--- src/rtl/irqmod_pkg.sv ---
package irqmod_pkg;
  localparam int CTRL_CLR  = 0;
  localparam int CTRL_EN   = 1;
  localparam int CTRL_TSEL = 2;

  localparam logic [1:0] SEL_BURST_CTRL = 2'd0;
  localparam logic [1:0] SEL_BURST_THR  = 2'd1;
  localparam logic [1:0] SEL_IDLE_CTRL  = 2'd2;
  localparam logic [1:0] SEL_IDLE_THR   = 2'd3;

  localparam int NUM_TIMERS = 2;
endpackage

--- src/rtl/irqmod_timer.sv ---
module irqmod_timer
  import irqmod_pkg::*;
#(
  parameter int CNT_W          = 16,
  parameter bit RESTART_ON_EVT = 1'b0
) (
  input  logic             clk_i,
  input  logic             rst_ni,
  input  logic             us_tick_i,
  input  logic             ctrl_we_i,
  input  logic             thr_we_i,
  input  logic [CNT_W-1:0] wdata_i,
  input  logic             run_i,
  input  logic             evt_i,
  input  logic             zero_i,
  output logic             en_o,
  output logic             hit_o
);
  localparam logic [CNT_W-1:0] CNT_MAX = '1;

  logic             en_q, tsel_q;
  logic [CNT_W-1:0] thr_q, cnt_q;
  logic             tick, clr_wr;

  assign tick   = tsel_q ? us_tick_i : 1'b1;
  assign clr_wr = ctrl_we_i && wdata_i[CTRL_CLR];

  always_ff @(posedge clk_i or negedge rst_ni) begin
    if (!rst_ni) begin
      en_q   <= 1'b0;
      tsel_q <= 1'b0;
      thr_q  <= '0;
    end else begin
      if (ctrl_we_i) begin
        en_q   <= wdata_i[CTRL_EN]   & ~wdata_i[CTRL_CLR];
        tsel_q <= wdata_i[CTRL_TSEL] & ~wdata_i[CTRL_CLR];
      end
      if (thr_we_i) thr_q <= wdata_i;
    end
  end

  always_ff @(posedge clk_i or negedge rst_ni) begin
    if (!rst_ni)                       cnt_q <= '0;
    else if (clr_wr || zero_i || !run_i) cnt_q <= '0;
    else if (RESTART_ON_EVT && evt_i)  cnt_q <= '0;
    else if (en_q && tick && cnt_q != CNT_MAX) cnt_q <= cnt_q + 1'b1;
  end

  assign en_o  = en_q;
  assign hit_o = en_q && run_i && (cnt_q >= thr_q);


  clr_zero_chk: assert property (@(posedge clk_i) disable iff (!rst_ni)
    clr_wr |=> (cnt_q == '0 && !en_q));


  idle_restart_chk: assert property (@(posedge clk_i) disable iff (!rst_ni)
    (RESTART_ON_EVT && run_i && evt_i) |=> (cnt_q == '0));


  tick_hold_chk: assert property (@(posedge clk_i) disable iff (!rst_ni)
    (tsel_q && !us_tick_i && run_i && !evt_i && !zero_i && !ctrl_we_i) |=> $stable(cnt_q));
endmodule

--- src/rtl/irqmod_fire.sv ---
module irqmod_fire
  import irqmod_pkg::*;
(
  input  logic                  clk_i,
  input  logic                  rst_ni,
  input  logic                  evt_i,
  input  logic                  hi_thr_i,
  input  logic [NUM_TIMERS-1:0] en_i,
  input  logic [NUM_TIMERS-1:0] hit_i,
  output logic                  pend_o,
  output logic                  fire_o,
  output logic                  done_o,
  output logic                  hi_o
);
  logic pend_q, done_q, hi_q, bypass;

  assign bypass = ~|en_i;
  assign fire_o = pend_q && |hit_i;

  always_ff @(posedge clk_i or negedge rst_ni) begin
    if (!rst_ni) begin
      pend_q <= 1'b0;
      done_q <= 1'b0;
      hi_q   <= 1'b0;
    end else begin
      hi_q <= hi_thr_i;
      if (bypass) begin
        pend_q <= 1'b0;
        done_q <= evt_i;
      end else begin
        done_q <= fire_o;
        pend_q <= fire_o ? 1'b0 : (pend_q | evt_i);
      end
    end
  end

  assign pend_o = pend_q;
  assign done_o = done_q;
  assign hi_o   = hi_q;


  one_pulse_chk: assert property (@(posedge clk_i) disable iff (!rst_ni)
    (done_q && !bypass) |=> !done_q);


  pend_clr_chk: assert property (@(posedge clk_i) disable iff (!rst_ni)
    fire_o |=> !pend_q);


  bypass_chk: assert property (@(posedge clk_i) disable iff (!rst_ni)
    (bypass && evt_i) |=> done_q);


  hi_pass_chk: assert property (@(posedge clk_i) disable iff (!rst_ni)
    hi_thr_i |=> hi_q);
endmodule

--- src/rtl/irq_moderator.sv ---
module irq_moderator
  import irqmod_pkg::*;
#(
  parameter int CNT_W = 16
) (
  input  logic             clk_i,
  input  logic             rst_ni,
  input  logic             us_tick_i,
  input  logic             evt_i,
  input  logic             hi_thr_i,
  input  logic             cfg_we_i,
  input  logic [1:0]       cfg_sel_i,
  input  logic [CNT_W-1:0] cfg_wdata_i,
  output logic             done_o,
  output logic             hi_o
);
  logic [NUM_TIMERS-1:0] en, hit;
  logic                  pend, fire;

  for (genvar g = 0; g < NUM_TIMERS; g++) begin : g_tmr
    // timer 0 is the burst timer, timer 1 the idle timer
    localparam logic [1:0] CSEL = (g == 0) ? SEL_BURST_CTRL : SEL_IDLE_CTRL;
    localparam logic [1:0] TSEL = (g == 0) ? SEL_BURST_THR  : SEL_IDLE_THR;

    irqmod_timer #(
      .CNT_W          (CNT_W),
      .RESTART_ON_EVT (g == 1)
    ) u_tmr (
      .clk_i     (clk_i),
      .rst_ni    (rst_ni),
      .us_tick_i (us_tick_i),
      .ctrl_we_i (cfg_we_i && cfg_sel_i == CSEL),
      .thr_we_i  (cfg_we_i && cfg_sel_i == TSEL),
      .wdata_i   (cfg_wdata_i),
      .run_i     (pend),
      .evt_i     (evt_i),
      .zero_i    (fire),
      .en_o      (en[g]),
      .hit_o     (hit[g])
    );
  end

  irqmod_fire u_fire (
    .clk_i    (clk_i),
    .rst_ni   (rst_ni),
    .evt_i    (evt_i),
    .hi_thr_i (hi_thr_i),
    .en_i     (en),
    .hit_i    (hit),
    .pend_o   (pend),
    .fire_o   (fire),
    .done_o   (done_o),
    .hi_o     (hi_o)
  );
endmodule

--- config.mk ---
export PLATFORM = sky130hd
export DESIGN_NAME = irq_moderator
export DESIGN_NICKNAME = d
export VERILOG_FILES = /design/src/rtl/irqmod_pkg.sv /design/src/rtl/irqmod_timer.sv /design/src/rtl/irqmod_fire.sv /design/src/rtl/irq_moderator.sv
export SDC_FILE = /design/constraint.sdc
export NUM_CORES = 1
export LEC_CHECK = 0
export ABC_AREA = 1
export CORE_MARGIN = 10
export CORE_UTILIZATION = 39
export DETAILED_ROUTE_END_ITERATION = 8
export DONT_BUFFER_PORTS = 1
export GPL_ROUTABILITY_DRIVEN = 1
export SETUP_SLACK_MARGIN = 0.5
export SLEW_MARGIN = 20
export SYNTH_ARGS = -nofsm -noshare
export SYNTH_HDL_FRONTEND = slang
export SYNTH_SLANG_ARGS = --single-unit
--- constraint.sdc ---
create_clock -name clk_i -period 1.86 [get_ports clk_i]
set_clock_uncertainty 0.2 [all_clocks]
set_input_delay 0.279 -clock clk_i [delete_from_list [all_inputs] [get_ports clk_i]]
set_output_delay 0.279 -clock clk_i [all_outputs]
set_load 0.005 [all_outputs]
==> results of run 1 <==
cells in the final DEF, fill, tap and decap left out, types with 3 or more instances in the layout:
cell | netlist | routed
sky130_fd_sc_hd__a21oi_1 | 18 | 14
sky130_fd_sc_hd__nand2_1 | 133 | 120
sky130_fd_sc_hd__dfrtp_1 | 71 | 71
sky130_fd_sc_hd__nor2_4 | 1 | 17
sky130_fd_sc_hd__nand4_1 | 7 | 7
sky130_fd_sc_hd__clkinv_2 | 0 | 3
sky130_fd_sc_hd__inv_1 | 77 | 75
sky130_fd_sc_hd__clkbuf_16 | 0 | 3
sky130_fd_sc_hd__buf_12 | 0 | 4
sky130_fd_sc_hd__a21oi_2 | 1 | 4
sky130_fd_sc_hd__inv_2 | 2 | 3
sky130_fd_sc_hd__nand2_4 | 0 | 5
sky130_fd_sc_hd__nand2_2 | 1 | 9
sky130_fd_sc_hd__xor2_2 | 0 | 7
sky130_fd_sc_hd__ha_4 | 0 | 7
sky130_fd_sc_hd__xor2_1 | 22 | 15
sky130_fd_sc_hd__nor2_1 | 41 | 25
sky130_fd_sc_hd__nor2_2 | 6 | 6
sky130_fd_sc_hd__nor3_1 | 9 | 7
sky130_fd_sc_hd__nor3_2 | 2 | 4
sky130_fd_sc_hd__buf_4 | 3 | 62
sky130_fd_sc_hd__nand3_2 | 3 | 17
sky130_fd_sc_hd__ha_1 | 34 | 27
sky130_fd_sc_hd__nand3_1 | 42 | 27
sky130_fd_sc_hd__o21ai_0 | 39 | 37
sky130_fd_sc_hd__clkbuf_8 | 0 | 9
sky130_fd_sc_hd__dlygate4sd3_1 | 0 | 19
critical path, cell delays in order (launching register included):
cell and delay [ps]:
sky130_fd_sc_hd__dfrtp_1 400, sky130_fd_sc_hd__inv_1 100, sky130_fd_sc_hd__ha_4 210, sky130_fd_sc_hd__a21oi_2 140
sky130_fd_sc_hd__o21ai_0 90, sky130_fd_sc_hd__a21oi_1 240, sky130_fd_sc_hd__nand2_4 90, sky130_fd_sc_hd__nand2_4 80
sky130_fd_sc_hd__nand2_4 50, sky130_fd_sc_hd__nor2_4 200, sky130_fd_sc_hd__clkbuf_16 220, sky130_fd_sc_hd__nand3_2 60
sky130_fd_sc_hd__nand2_1 70
worst max-delay path by stage:
stage	end	slack (ps)	from	cells after the start
5_1_grt	g_tmr[1].u_tmr.cnt_q[1]$_DFFE_PN0P_	-510	g_tmr[1].u_tmr.thr_q[4]$_DFFE_PN0P_	16
2_1_floorplan	g_tmr[1].u_tmr.cnt_q[13]$_DFFE_PN0P_	-90	g_tmr[0].u_tmr.cnt_q[3]$_DFFE_PN0P_	15
3_3_place_gp	g_tmr[1].u_tmr.cnt_q[3]$_DFFE_PN0P_	-210	g_tmr[1].u_tmr.cnt_q[7]$_DFFE_PN0P_	13
6_report	g_tmr[1].u_tmr.cnt_q[9]$_DFFE_PN0P_	-350	g_tmr[0].u_tmr.thr_q[9]$_DFFE_PN0P_	12
4_1_cts	g_tmr[1].u_tmr.cnt_q[3]$_DFFE_PN0P_	-290	g_tmr[0].u_tmr.thr_q[3]$_DFFE_PN0P_	16
3_5_place_dp	g_tmr[1].u_tmr.cnt_q[2]$_DFFE_PN0P_	-270	g_tmr[0].u_tmr.thr_q[3]$_DFFE_PN0P_	16
layer usage:
| layer | global-route usage (%) | share of wire [%] | vias up |
|---|---|---|---|
| met5 | 0 | 0 | - |
| met4 | 2.67 | 0.76 | 0 |
| met3 | 3.15 | 2.8 | 9 |
| met2 | 22.4 | 52 | 46 |
| met1 | 15.6 | 44 | 1822 |
| li1 | - | - | 1905 |
cell families after synthesis:
kind of cell / count (synthesis) / share of synthesized area (%)
DFF: 71 / 41.6
AOI/OAI and AO/OA: 64 / 8.24
and+or+nand+nor: 253 / 26.4
buffers and inverters: 91 / 8.50
adders and majority gates: 34 / 9.97
xor gates and xnor gates: 23 / 4.72
muxes: 2 / 0.528
layout make-up:
class | count | area share [%]
Timing Repair Buffer | 90 | 14.3
Clock buffer | 9 | 2.12
Inverter | 79 | 5.16
Timing Repair inverter | 1 | 0.107
Sequential cell | 71 | 30.4
Multi-Input combinational cell | 376 | 44.1
Clock inverter | 7 | 0.814
Tap cell | 140 | 3.00
state kept, by name, summed over array words and instances, names as in the netlist:
| name | count |
|---|---|
| g_tmr.u_tmr.cnt_q | 32 |
| g_tmr.u_tmr.en_o | 2 |
| g_tmr.u_tmr.thr_q | 32 |
| g_tmr.u_tmr.tsel_q | 2 |
| u_fire.done_o | 1 |
| u_fire.hi_o | 1 |
| u_fire.pend_o | 1 |
metrics by stage:
stage	setup TNS [ps]	cells	instance area, µm²
2_1_floorplan	-1960	538	4320
3_3_place_gp	-5930	726	4900
3_5_place_dp	-7450	726	4900
4_1_cts	-8190	762	5350
5_1_grt	-13910	773	5840
6_report	-10060	773	5840
what timing repair did:
item,CTS,global route
setup buffers,0,7
hold endpoints to repair,108,72
pin swaps,5,41
gates cloned,1,4
endpoints found under the setup margin,34,35
resized for setup,20,71
power groups by stage:
stage	combinational, W	clock [W]	sequential [W]
global route	0.00105	0.00124	0.00179
detailed placement	0.000656	0	0.00179
finish	0.000939	0.00113	0.00177
floorplan	0.000475	0	0.00177
CTS	0.000740	0.00116	0.00177
global placement	0.000635	0	0.00179
==> impl_results.rst, run 1 <==
.. list-table::
   :header-rows: 1

   * - Metric
     - Value
   * - Outcome
     - finished, violations left
   * - Violations in the final reports
     - hold timing, setup timing
   * - Syn nets
     - roughly 600
   * - Arr. time, crit path
     - roughly 2300 ps
   * - Remaining antenna violation count after routing
     - 0
   * - Leakage power figure
     - 2.83 nW
   * - Number of buffer cells added on primary ports
     - 0
   * - Net count of the finished layout
     - around 690
   * - Maximum fanout count along the critical path
     - 8
   * - Area of the die
     - 15500 µm²
   * - Type of the worst setup path
     - register to register
   * - FF-to-FF Start
     - g_tmr[0].u_tmr.thr_q[9]$_DFFE_PN0P_
   * - Most frequent cell after synthesis
     - sky130_fd_sc_hd__nand2_1
   * - Most common flop cell mapped by yosys
     - sky130_fd_sc_hd__dfrtp_1
   * - Final Hold Slack
     - -585 ps
   * - Total power divided by cell area
     - 658 nW/µm²
   * - Storage cell area
     - roughly 1800 µm²
   * - Post-place setup slack
     - -270 ps
   * - Portion of synthesized cell area occupied by the leading cell type
     - approximately two fifths
   * - Placeable core region
     - 10800 µm²
   * - H-Tree Depth
     - 3
   * - Total congestion overflow
     - 0
   * - Final worst path period share
     - 119%
   * - Hold buffers post-CTS
     - 19
   * - Height of the die
     - 125 µm
   * - Initial antenna violation count
     - 0
   * - Width of the die
     - around 120 µm
   * - Starting utilization of the core area
     - between 30% and 40%
   * - Slew at the pin closest to its max-slew limit
     - between 300 and 400 ps
   * - Via count of the first global-routing pass
     - 3608
   * - Max transition margin
     - about 80%
   * - Nature of the critical path startpoint
     - register
   * - First drt pass iteration count
     - 4
   * - Post-synth design cell area
     - 4270 µm²
   * - FF-to-FF setup slack
     - -350 ps
   * - Average via count per standard cell
     - 4.89
   * - Achievable Freq
     - around 0.45 GHz
   * - Placed wire-length estimate after detailed placement
     - 7290 µm
   * - Cell Rows
     - 38
   * - Drt first-iter violations
     - between 200 and 250
   * - Worst reg2reg path endpoint
     - g_tmr[1].u_tmr.cnt_q[9]$_DFFE_PN0P_
   * - Async S/R FF share, synth
     - between 90% and 100%
   * - Wire length of the first global-routing pass
     - 17000 µm
   * - Peak supply drop
     - around 0.35 mV
   * - Fraction of power consumed by the clock network
     - 29.5%
   * - Least setup slack across all paths after layout
     - -354 ps
   * - Area contributors post-synth
     - sky130_fd_sc_hd__dfrtp_1, sky130_fd_sc_hd__nand2_1, sky130_fd_sc_hd__ha_1
   * - Sequential cell fraction of total power
     - roughly 46%
   * - Weighted congestion reported at the end of routability-driven placement
     - roughly 0.83
   * - Detailed-route via count
     - ~3800
   * - Longest Clk Path Bufs
     - 2
   * - Number of remaining DRC errors
     - 0
   * - Cell type contributing the most total cell area after synthesis
     - sky130_fd_sc_hd__dfrtp_1
   * - RSZ-0062 raised after global routing
     - true
   * - Worst min-delay path class
     - primary input to asynchronous set/reset pin
   * - Clock-pin slew on the worst setup and hold paths
     - ~80 ps
   * - Antenna fix cells
     - 0
   * - Largest net degree at the start of global routing
     - 72
   * - Synthesized area per cell
     - just under 8 µm²
   * - Max-capacitance violation count
     - 0
   * - Number of filler instances in the final layout
     - between 900 and 1000
   * - Number of distinct library cells after synthesis
     - 35
   * - Switching power as a share of total power
     - 32.6%
   * - Req. time, crit path
     - between 1500 and 2000 ps
   * - Final cell utilization of the core
     - between 50 and 60%
   * - Overall global routing resource usage
     - around an eighth
   * - Routed len/inst
     - around 14 µm
   * - Tmin final
     - around 2200 ps
   * - TritonCTS Buffers
     - 9
   * - Total clock sinks
     - just over 70
   * - Top cells by instance count after synthesis
     - sky130_fd_sc_hd__nand2_1, sky130_fd_sc_hd__inv_1, sky130_fd_sc_hd__dfrtp_1
   * - Multi-input gate area
     - ~2600 µm²
   * - Final Slew Violations
     - 0
   * - Reported net switching power
     - approximately 0.0013 W
   * - Synth warn
     - 0
   * - Final routed wirelength across all metal layers
     - roughly 11000 µm
   * - Combinational share of power
     - between 20% and 30%
   * - Kind of end point of the critical path
     - register
   * - P&R area growth vs syn
     - 36.9%
   * - Hold Fails Final Rpt
     - about 70
   * - Fraction of the yosys area taken by sequential cells
     - approximately two fifths
   * - Cell internal pwr
     - 0.00259 W
   * - Setup-violating endpoint count in the final report
     - 34
   * - Flop and latch count out of synthesis
     - slightly above 70
   * - Post-synth EDFFs
     - 0
   * - Clock root buffer
     - sky130_fd_sc_hd__clkbuf_8
   * - Cell depth of the worst flop-to-flop path
     - 12
   * - Synthesized instance count
     - roughly 540
   * - TritonCTS clock tree
     - done
   * - Share of layout cells above drive strength 1
     - between 20% and 30%
   * - IO Pins
     - 26
   * - Overall power consumption
     - between 0.003 and 0.004 W
   * - Clock network latency to the later pin of the worst-skew pair
     - approximately 350 ps
(Power assumes the default switching activity.)
==> run 2, diff against run 1 <==
CELL_PAD_IN_SITES_DETAIL_PLACEMENT = 1   (was default)
CELL_PAD_IN_SITES_GLOBAL_PLACEMENT = 1   (was default)
PLACE_DENSITY_LB_ADDON = 0.1   (was default)
RECOVER_POWER = 100   (was default)
==> impl_results.rst, run 2 (synthesis results as in run 1) <==
.. list-table::
   :header-rows: 1

   * - Metric
     - Value
   * - Most frequent cell on the critical path
     - sky130_fd_sc_hd__nand2_1 (was sky130_fd_sc_hd__nand2_4)
   * - Final Slew Violations
     - 0 (unchanged)
   * - Number of remaining DRC errors
     - 0 (unchanged)
   * - Kind of end point of the critical path
     - register (unchanged)
   * - Hold buffers post-CTS
     - 18 (was 19)
   * - Tmin final
     - 2330 ps (was 2210 ps)
   * - Share of layout cells above drive strength 1
     - 24.9% (was 28.4%)
   * - Achievable Freq
     - 0.428 GHz (was 0.452 GHz)
   * - Post-place setup slack
     - -350 ps (was -270 ps)
   * - Clock network latency to the later pin of the worst-skew pair
     - 360 ps (was 350 ps)
   * - Initial antenna violation count
     - 0 (unchanged)
   * - Cell internal pwr
     - 0.00262 W (was 0.00259 W)
   * - Cell Rows
     - 38 (unchanged)
   * - Max-capacitance violation count
     - 0 (unchanged)
   * - Maximum fanout count along the critical path
     - 8 (unchanged)
   * - Via count of the first global-routing pass
     - 4231 (was 3608)
   * - H-Tree Depth
     - 3 (unchanged)
   * - Starting utilization of the core area
     - 39.5% (unchanged)
   * - Placed wire-length estimate after detailed placement
     - 8430 µm (was 7290 µm)
   * - Leakage power figure
     - 2.76 nW (was 2.83 nW)
   * - Overall global routing resource usage
     - 15.8% (was 12.8%)
   * - Antenna fix cells
     - 0 (unchanged)
   * - Arr. time, crit path
     - 2440 ps (was 2310 ps)
   * - Hold Fails Final Rpt
     - 71 (unchanged)
   * - TritonCTS clock tree
     - done (unchanged)
   * - Nature of the critical path startpoint
     - register (unchanged)
   * - Cell depth of the worst flop-to-flop path
     - 16 (was 12)
   * - Worst path top cell family by delay
     - simple AND/OR/NAND/NOR gates (unchanged)
   * - Worst min-delay path class
     - primary input to asynchronous set/reset pin (unchanged)
   * - Routed len/inst
     - 16.0 µm (was 14.0 µm)
   * - Summed area of non-filler cells in the final layout
     - 5650 µm² (was 5840 µm²)
   * - Most common library cell in the layout ignoring fill and taps
     - sky130_fd_sc_hd__nand2_1 (unchanged)
   * - Overall power consumption
     - 0.00383 W (was 0.00384 W)
   * - Area of the die
     - 15500 µm² (unchanged)
   * - Area of placed instances
     - 4880 µm² (was 4900 µm²)
   * - Worst path buffer plus inverter count
     - 3 (was 2)
   * - First drt pass iteration count
     - 4 (unchanged)
   * - Outcome
     - finished, violations left (unchanged)
   * - Highest-delay cell along the critical path
     - sky130_fd_sc_hd__dfrtp_1 (unchanged)
   * - Total congestion overflow
     - 0 (unchanged)
   * - Width of the die
     - 125 µm (unchanged)
   * - Total clock sinks
     - 71 (unchanged)
   * - Cell chain of the critical path
     - ha_1 > nand2_1 > inv_1 > nand2_1 > nor2_1 > nor2_1 > nand2_1 > nand2_1 > nand2_2 > nand2_2 > nand2_2 > nor2_4 > buf_6 > clkbuf_16 > nand2_1 > nand2_1 (was inv_1 > ha_4 > a21oi_2 > o21ai_0 > a21oi_1 > nand2_4 > nand2_4 > nand2_4 > nor2_4 > clkbuf_16 > nand3_2 > nand2_1)
   * - RSZ-0062 raised after global routing
     - true (unchanged)
   * - Longest Clk Path Bufs
     - 2 (unchanged)
   * - Drt first-iter violations
     - 148 (was 210)
   * - Least setup slack across all paths after layout
     - -474 ps (was -354 ps)
   * - Final routed wirelength across all metal layers
     - 12300 µm (was 10800 µm)
   * - Combinational share of power
     - 24.2% (was 24.4%)
   * - Reported net switching power
     - 0.00121 W (was 0.00125 W)
   * - Violations in the final reports
     - hold timing, setup timing (unchanged)
   * - Slew at the pin closest to its max-slew limit
     - 335 ps (was 325 ps)
   * - Sequential cell fraction of total power
     - 46.3% (was 46.1%)
   * - Remaining antenna violation count after routing
     - 0 (unchanged)
   * - Total power divided by cell area
     - 677 nW/µm² (was 658 nW/µm²)
   * - Crit-path max cell delay
     - 410 ps (was 400 ps)
   * - Height of the die
     - 125 µm (unchanged)
   * - Largest net degree at the start of global routing
     - 72 (unchanged)
   * - Wire length of the first global-routing pass
     - 20400 µm (was 17000 µm)
   * - Setup-violating endpoint count in the final report
     - 34 (unchanged)
   * - Weighted congestion reported at the end of routability-driven placement
     - 0.829 (was 0.832)
   * - Net count of the finished layout
     - 684 (was 686)
   * - Most frequent cells in the layout
     - sky130_fd_sc_hd__nand2_1, sky130_fd_sc_hd__inv_1, sky130_fd_sc_hd__dfrtp_1 (unchanged)
   * - Depth of the critical timing path with buffers and inverters included
     - 16 (was 12)
   * - TritonCTS Buffers
     - 9 (unchanged)
   * - Largest registers
     - g_tmr.u_tmr.cnt_q: 32 flops, g_tmr.u_tmr.thr_q: 32 flops (unchanged)
   * - Detailed-route via count
     - 3840 (was 3782)
   * - Peak supply drop
     - 0.334 mV (was 0.348 mV)
   * - Number of buffer cells added on primary ports
     - 0 (unchanged)
   * - Average via count per standard cell
     - 4.99 (was 4.89)
   * - Type of the worst setup path
     - register to register (unchanged)
   * - Clock-pin slew on the worst setup and hold paths
     - 90 ps (was 80 ps)
   * - Req. time, crit path
     - 1970 ps (was 1950 ps)
   * - IO Pins
     - 26 (unchanged)
   * - Final Hold Slack
     - -592 ps (was -585 ps)
   * - Max transition margin
     - 77.5% (was 78.1%)
   * - Switching power as a share of total power
     - 31.6% (was 32.6%)
   * - P&R area growth vs syn
     - 32.4% (was 36.9%)
   * - Sum of negative setup slack
     - -13550 ps (was -10060 ps)
   * - Fraction of power consumed by the clock network
     - 29.5% (about the same)
   * - Clock root buffer
     - sky130_fd_sc_hd__clkbuf_8 (unchanged)
   * - Placeable core region
     - 10800 µm² (unchanged)
   * - Final worst path period share
     - 125% (was 119%)
[run 2: changes by cell type in the layout (fill, tap and decap cells not counted), moves of 3 or more]
cell / change
sky130_fd_sc_hd__buf_4: -4
sky130_fd_sc_hd__buf_6: +3
sky130_fd_sc_hd__clkbuf_1: +4
sky130_fd_sc_hd__nand2_2: +3
sky130_fd_sc_hd__nand2_4: -5
sky130_fd_sc_hd__nor2_1: +4
sky130_fd_sc_hd__nor2_2: +8
sky130_fd_sc_hd__nor2_4: -12
sky130_fd_sc_hd__xor2_1: +7
sky130_fd_sc_hd__xor2_2: -7
[run 2: power by group through the flow]
stage               Clock (W)  Combinational [W]  Sequential [W]
floorplan                   0           0.000475         0.00177
global placement            0           0.000627         0.00179
detailed placement          0           0.000662         0.00180
CTS                   0.00115           0.000860         0.00177
global route          0.00122            0.00104         0.00179
finish                0.00113           0.000926         0.00177
[run 2: worst paths after layout]
path,end,startpoint,slack [ps]
max in group asynchronous,g_tmr[0].u_tmr.en_o$_DFFE_PN0P_,rst_ni,1880
min in group clk_i,g_tmr[1].u_tmr.cnt_q[15]$_DFFE_PN0P_,evt_i,30
hold / removal,g_tmr[1].u_tmr.cnt_q[6]$_DFFE_PN0P_,rst_ni,-590
setup reg to reg,g_tmr[1].u_tmr.cnt_q[10]$_DFFE_PN0P_,g_tmr[1].u_tmr.cnt_q[4]$_DFFE_PN0P_,-470
hold reg to reg,g_tmr[1].u_tmr.thr_q[2]$_DFFE_PN0P_,g_tmr[1].u_tmr.thr_q[2]$_DFFE_PN0P_,290
setup / recovery,g_tmr[1].u_tmr.cnt_q[10]$_DFFE_PN0P_,g_tmr[1].u_tmr.cnt_q[4]$_DFFE_PN0P_,-470
[run 2: layout make-up]
cell class | instances | area (µm²)
fill | 1311 | 5140
multi-input combinational | 376 | 2390
sequential | 71 | 1780
timing repair buffer | 89 | 845
inverter | 79 | 299
tap | 140 | 175
clock buffer | 14 | 153
clock inverter | 1 | 5.00
[run 2: through the flow]
step | util (%) | cells | hold WS (ps)
finish | 52.3 | 770 | -592
global route | 52.3 | 770 | -606
CTS | 50.5 | 767 | -608
detailed placement | 45.2 | 724 | -214
global placement | 45.2 | 724 | -213
floorplan | - | 538 | -217
[run 2: what timing repair did]
item / 4_1_cts / 5_1_grt
setup endpoints to repair: 34 / 34
hold endpoints to repair: 107 / 71
cloned: 3 / 1
setup buffers: 7 / 2
pin swaps: 6 / 17
resized for setup: 22 / 36
[run 2: layer usage]
layer,vias up,share of wire (%),GRT usage [%]
li1,1893,-,-
met1,1885,43,17.6
met2,38,53,29.0
met3,24,1.6,1.83
met4,0,3.0,7.88
met5,-,0,0
==> run 3, diff against run 2 <==
CELL_PAD_IN_SITES_DETAIL_PLACEMENT = default   (was 1)
CELL_PAD_IN_SITES_GLOBAL_PLACEMENT = default   (was 1)
PLACE_DENSITY_LB_ADDON = default   (was 0.1)
==> impl_results.rst, run 3 (synthesis results as in run 1) <==
.. list-table::
   :header-rows: 1

   * - Metric
     - Value
   * - Antenna fix cells
     - 0 (unchanged)
   * - Number of filler instances in the final layout
     - 976 (was 1311)
   * - H-Tree Depth
     - 3 (unchanged)
   * - Final Hold Slack
     - -585 ps (was -592 ps)
   * - Placeable core region
     - 10800 µm² (unchanged)
   * - Cell internal pwr
     - 0.00259 W (was 0.00262 W)
   * - P&R area growth vs syn
     - 36.7% (was 32.4%)
   * - Max-capacitance violation count
     - 0 (unchanged)
   * - Reported net switching power
     - 0.00125 W (was 0.00121 W)
   * - Hold Fails Final Rpt
     - 71 (unchanged)
   * - Outcome
     - finished, violations left (unchanged)
   * - FF-to-FF setup slack
     - -350 ps (was -470 ps)
   * - Maximum fanout count along the critical path
     - 3 (was 8)
   * - First drt pass iteration count
     - 4 (unchanged)
   * - Largest net degree at the start of global routing
     - 72 (unchanged)
   * - RSZ-0062 raised after global routing
     - true (unchanged)
   * - Height of the die
     - 125 µm (unchanged)
   * - Worst reg2reg path endpoint
     - g_tmr[0].u_tmr.cnt_q[5]$_DFFE_PN0P_ (was g_tmr[1].u_tmr.cnt_q[10]$_DFFE_PN0P_)
   * - Area of placed instances
     - 4900 µm² (was 4880 µm²)
   * - Number of remaining DRC errors
     - 0 (unchanged)
   * - Largest registers
     - g_tmr.u_tmr.cnt_q: 32 flops, g_tmr.u_tmr.thr_q: 32 flops (unchanged)
   * - Net count of the finished layout
     - 686 (was 684)
   * - Post-place setup slack
     - -270 ps (was -350 ps)
   * - Req. time, crit path
     - 1910 ps (was 1970 ps)
   * - Global routing usage on met3
     - 3.15% (was 1.83%)
   * - TritonCTS clock tree
     - done (unchanged)
   * - IO Pins
     - 26 (unchanged)
   * - Met2 usage
     - 22.4% (was 29.0%)
   * - Wire length of the first global-routing pass
     - 17000 µm (was 20400 µm)
   * - Leakage power figure
     - 2.83 nW (was 2.76 nW)
   * - Routed len/inst
     - 14.0 µm (was 16.0 µm)
   * - Share of layout cells above drive strength 1
     - 28.3% (was 24.9%)
   * - Tmin final
     - 2210 ps (was 2330 ps)
   * - Violations in the final reports
     - hold timing, setup timing (unchanged)
   * - Nature of the critical path startpoint
     - register (unchanged)
   * - Most common library cell in the layout ignoring fill and taps
     - sky130_fd_sc_hd__nand2_1 (unchanged)
   * - Final worst path period share
     - 119% (was 125%)
   * - Overall power consumption
     - 0.00384 W (was 0.00383 W)
   * - Final routed wirelength across all metal layers
     - 10800 µm (was 12300 µm)
   * - Most frequent cells in the layout
     - sky130_fd_sc_hd__nand2_1, sky130_fd_sc_hd__inv_1, sky130_fd_sc_hd__dfrtp_1 (unchanged)
   * - Least setup slack across all paths after layout
     - -353 ps (was -474 ps)
   * - Via count of the first global-routing pass
     - 3608 (was 4231)
   * - Weighted congestion reported at the end of routability-driven placement
     - 0.832 (was 0.829)
   * - Overall global routing resource usage
     - 12.8% (was 15.8%)
   * - Hold buffers post-CTS
     - 19 (was 18)
   * - Kind of end point of the critical path
     - register (unchanged)
   * - Detailed-route via count
     - 3763 (was 3840)
   * - Number of buffer cells added on primary ports
     - 0 (unchanged)
   * - Clock root buffer
     - sky130_fd_sc_hd__clkbuf_8 (unchanged)
   * - Area of the die
     - 15500 µm² (unchanged)
   * - Type of the worst setup path
     - register to register (unchanged)
   * - Global routing's busiest layer
     - met2 (unchanged)
   * - Setup-violating endpoint count in the final report
     - 34 (unchanged)
   * - Total power divided by cell area
     - 658 nW/µm² (was 677 nW/µm²)
   * - Clock network latency to the later pin of the worst-skew pair
     - 350 ps (was 360 ps)
   * - Cell Rows
     - 38 (unchanged)
   * - Drt first-iter violations
     - 205 (was 148)
   * - Cell depth of the worst flop-to-flop path
     - 12 (was 16)
   * - Combinational share of power
     - 24.4% (was 24.2%)
   * - Switching power as a share of total power
     - 32.5% (was 31.6%)
   * - Slew at the pin closest to its max-slew limit
     - 445 ps (was 335 ps)
   * - TritonCTS Buffers
     - 9 (unchanged)
   * - Peak supply drop
     - 0.348 mV (was 0.334 mV)
   * - Longest Clk Path Bufs
     - 2 (unchanged)
   * - Placed wire-length estimate after detailed placement
     - 7290 µm (was 8430 µm)
   * - Total congestion overflow
     - 0 (unchanged)
   * - Fraction of power consumed by the clock network
     - 29.5% (about the same)
   * - Summed area of non-filler cells in the final layout
     - 5830 µm² (was 5650 µm²)
   * - Achievable Freq
     - 0.452 GHz (was 0.428 GHz)
   * - FF-to-FF Start
     - g_tmr[0].u_tmr.cnt_q[1]$_DFFE_PN0P_ (was g_tmr[1].u_tmr.cnt_q[4]$_DFFE_PN0P_)
   * - Worst min-delay path class
     - primary input to asynchronous set/reset pin (unchanged)
   * - Width of the die
     - 125 µm (unchanged)
   * - Average via count per standard cell
     - 4.87 (was 4.99)
   * - Initial antenna violation count
     - 0 (unchanged)
   * - Remaining antenna violation count after routing
     - 0 (unchanged)
   * - Sequential cell fraction of total power
     - 46.2% (was 46.3%)
   * - Clock-pin slew on the worst setup and hold paths
     - 80 ps (was 90 ps)
   * - Max transition margin
     - 70.1% (was 77.5%)
   * - Arr. time, crit path
     - 2260 ps (was 2440 ps)
   * - Total clock sinks
     - 71 (unchanged)
   * - Final Slew Violations
     - 0 (unchanged)
   * - Met1 Usage GRT
     - 15.6% (was 17.6%)
   * - Starting utilization of the core area
     - 39.5% (unchanged)
[run 3: cell types whose count changed in the layout (fill, tap and decap cells not counted), sizes merged]
cell,change
inv,+2
dlygate4sd3,+1
buf,-5
clkinv,+3
clkinvlp,+2
[run 3: worst max-delay path by stage]
| stage | from | endpoint | depth (start not counted) |
|---|---|---|---|
| floorplan | g_tmr[0].u_tmr.cnt_q[3]$_DFFE_PN0P_ | g_tmr[1].u_tmr.cnt_q[13]$_DFFE_PN0P_ | 15 |
| global placement | g_tmr[1].u_tmr.cnt_q[7]$_DFFE_PN0P_ | g_tmr[1].u_tmr.cnt_q[3]$_DFFE_PN0P_ | 13 |
| detailed placement | g_tmr[0].u_tmr.thr_q[3]$_DFFE_PN0P_ | g_tmr[1].u_tmr.cnt_q[2]$_DFFE_PN0P_ | 16 |
| CTS | g_tmr[0].u_tmr.thr_q[3]$_DFFE_PN0P_ | g_tmr[1].u_tmr.cnt_q[3]$_DFFE_PN0P_ | 16 |
| global route | g_tmr[1].u_tmr.thr_q[4]$_DFFE_PN0P_ | g_tmr[1].u_tmr.cnt_q[1]$_DFFE_PN0P_ | 16 |
| finish | g_tmr[0].u_tmr.cnt_q[1]$_DFFE_PN0P_ | g_tmr[0].u_tmr.cnt_q[5]$_DFFE_PN0P_ | 12 |
[run 3: power groups by stage]
stage	clock network (W)	registers (W)	logic, W
2_1_floorplan	0	0.00177	0.000475
3_3_place_gp	0	0.00179	0.000635
3_5_place_dp	0	0.00179	0.000656
4_1_cts	0.00116	0.00177	0.000740
5_1_grt	0.00124	0.00179	0.00105
6_report	0.00113	0.00177	0.000936
[run 3: area by class of cell]
type,instances,area [µm²],share of cell area [%]
Multi-Input combinational cell,376,2570,44.0
Clock buffer,9,124,2.12
Timing Repair Buffer,90,833,14.3
Inverter,79,302,5.17
Sequential cell,71,1780,30.5
Clock inverter,7,47.5,0.815
Tap cell,140,175,3.00
Timing Repair inverter,1,6.26,0.107
[run 3: stage by stage]
step / TNS, ps / hold WS (ps) / util (%) / instances
6_report: -9840 / -585 / 54.1 / 773
5_1_grt: -13910 / -616 / 54.1 / 773
4_1_cts: -8190 / -601 / 49.6 / 762
3_5_place_dp: -7450 / -213 / 45.4 / 726
3_3_place_gp: -5930 / -213 / 45.4 / 726
2_1_floorplan: -1960 / -217 / - / 538
[run 3: layer usage]
| layer | share of wire (%) | vias up |
|---|---|---|
| li1 | - | 1903 |
| met1 | 44 | 1801 |
| met2 | 52 | 50 |
| met3 | 3.2 | 9 |
| met4 | 0.75 | 0 |
| met5 | 0 | - |
[run 3: critical path, cell delays in order, from the launching register on]
cell and delay (ps):
sky130_fd_sc_hd__dfrtp_1 420, sky130_fd_sc_hd__buf_4 150, sky130_fd_sc_hd__buf_4 140, sky130_fd_sc_hd__ha_4 160, sky130_fd_sc_hd__nand2_4 80, sky130_fd_sc_hd__nor2_4 40
sky130_fd_sc_hd__nand3_4 100, sky130_fd_sc_hd__o21ai_4 90, sky130_fd_sc_hd__buf_4 140, sky130_fd_sc_hd__or2_4 230, sky130_fd_sc_hd__or2_1 220, sky130_fd_sc_hd__o21ai_2 80
sky130_fd_sc_hd__nor2_4 50
[run 3: repair_timing]
action                     CTS  global route
gates cloned                 1             4
setup buffers                0             7
resized for setup           20            71
hold endpoints to repair   108            72
setup endpoints to repair   34            35
pin swaps                    5            41
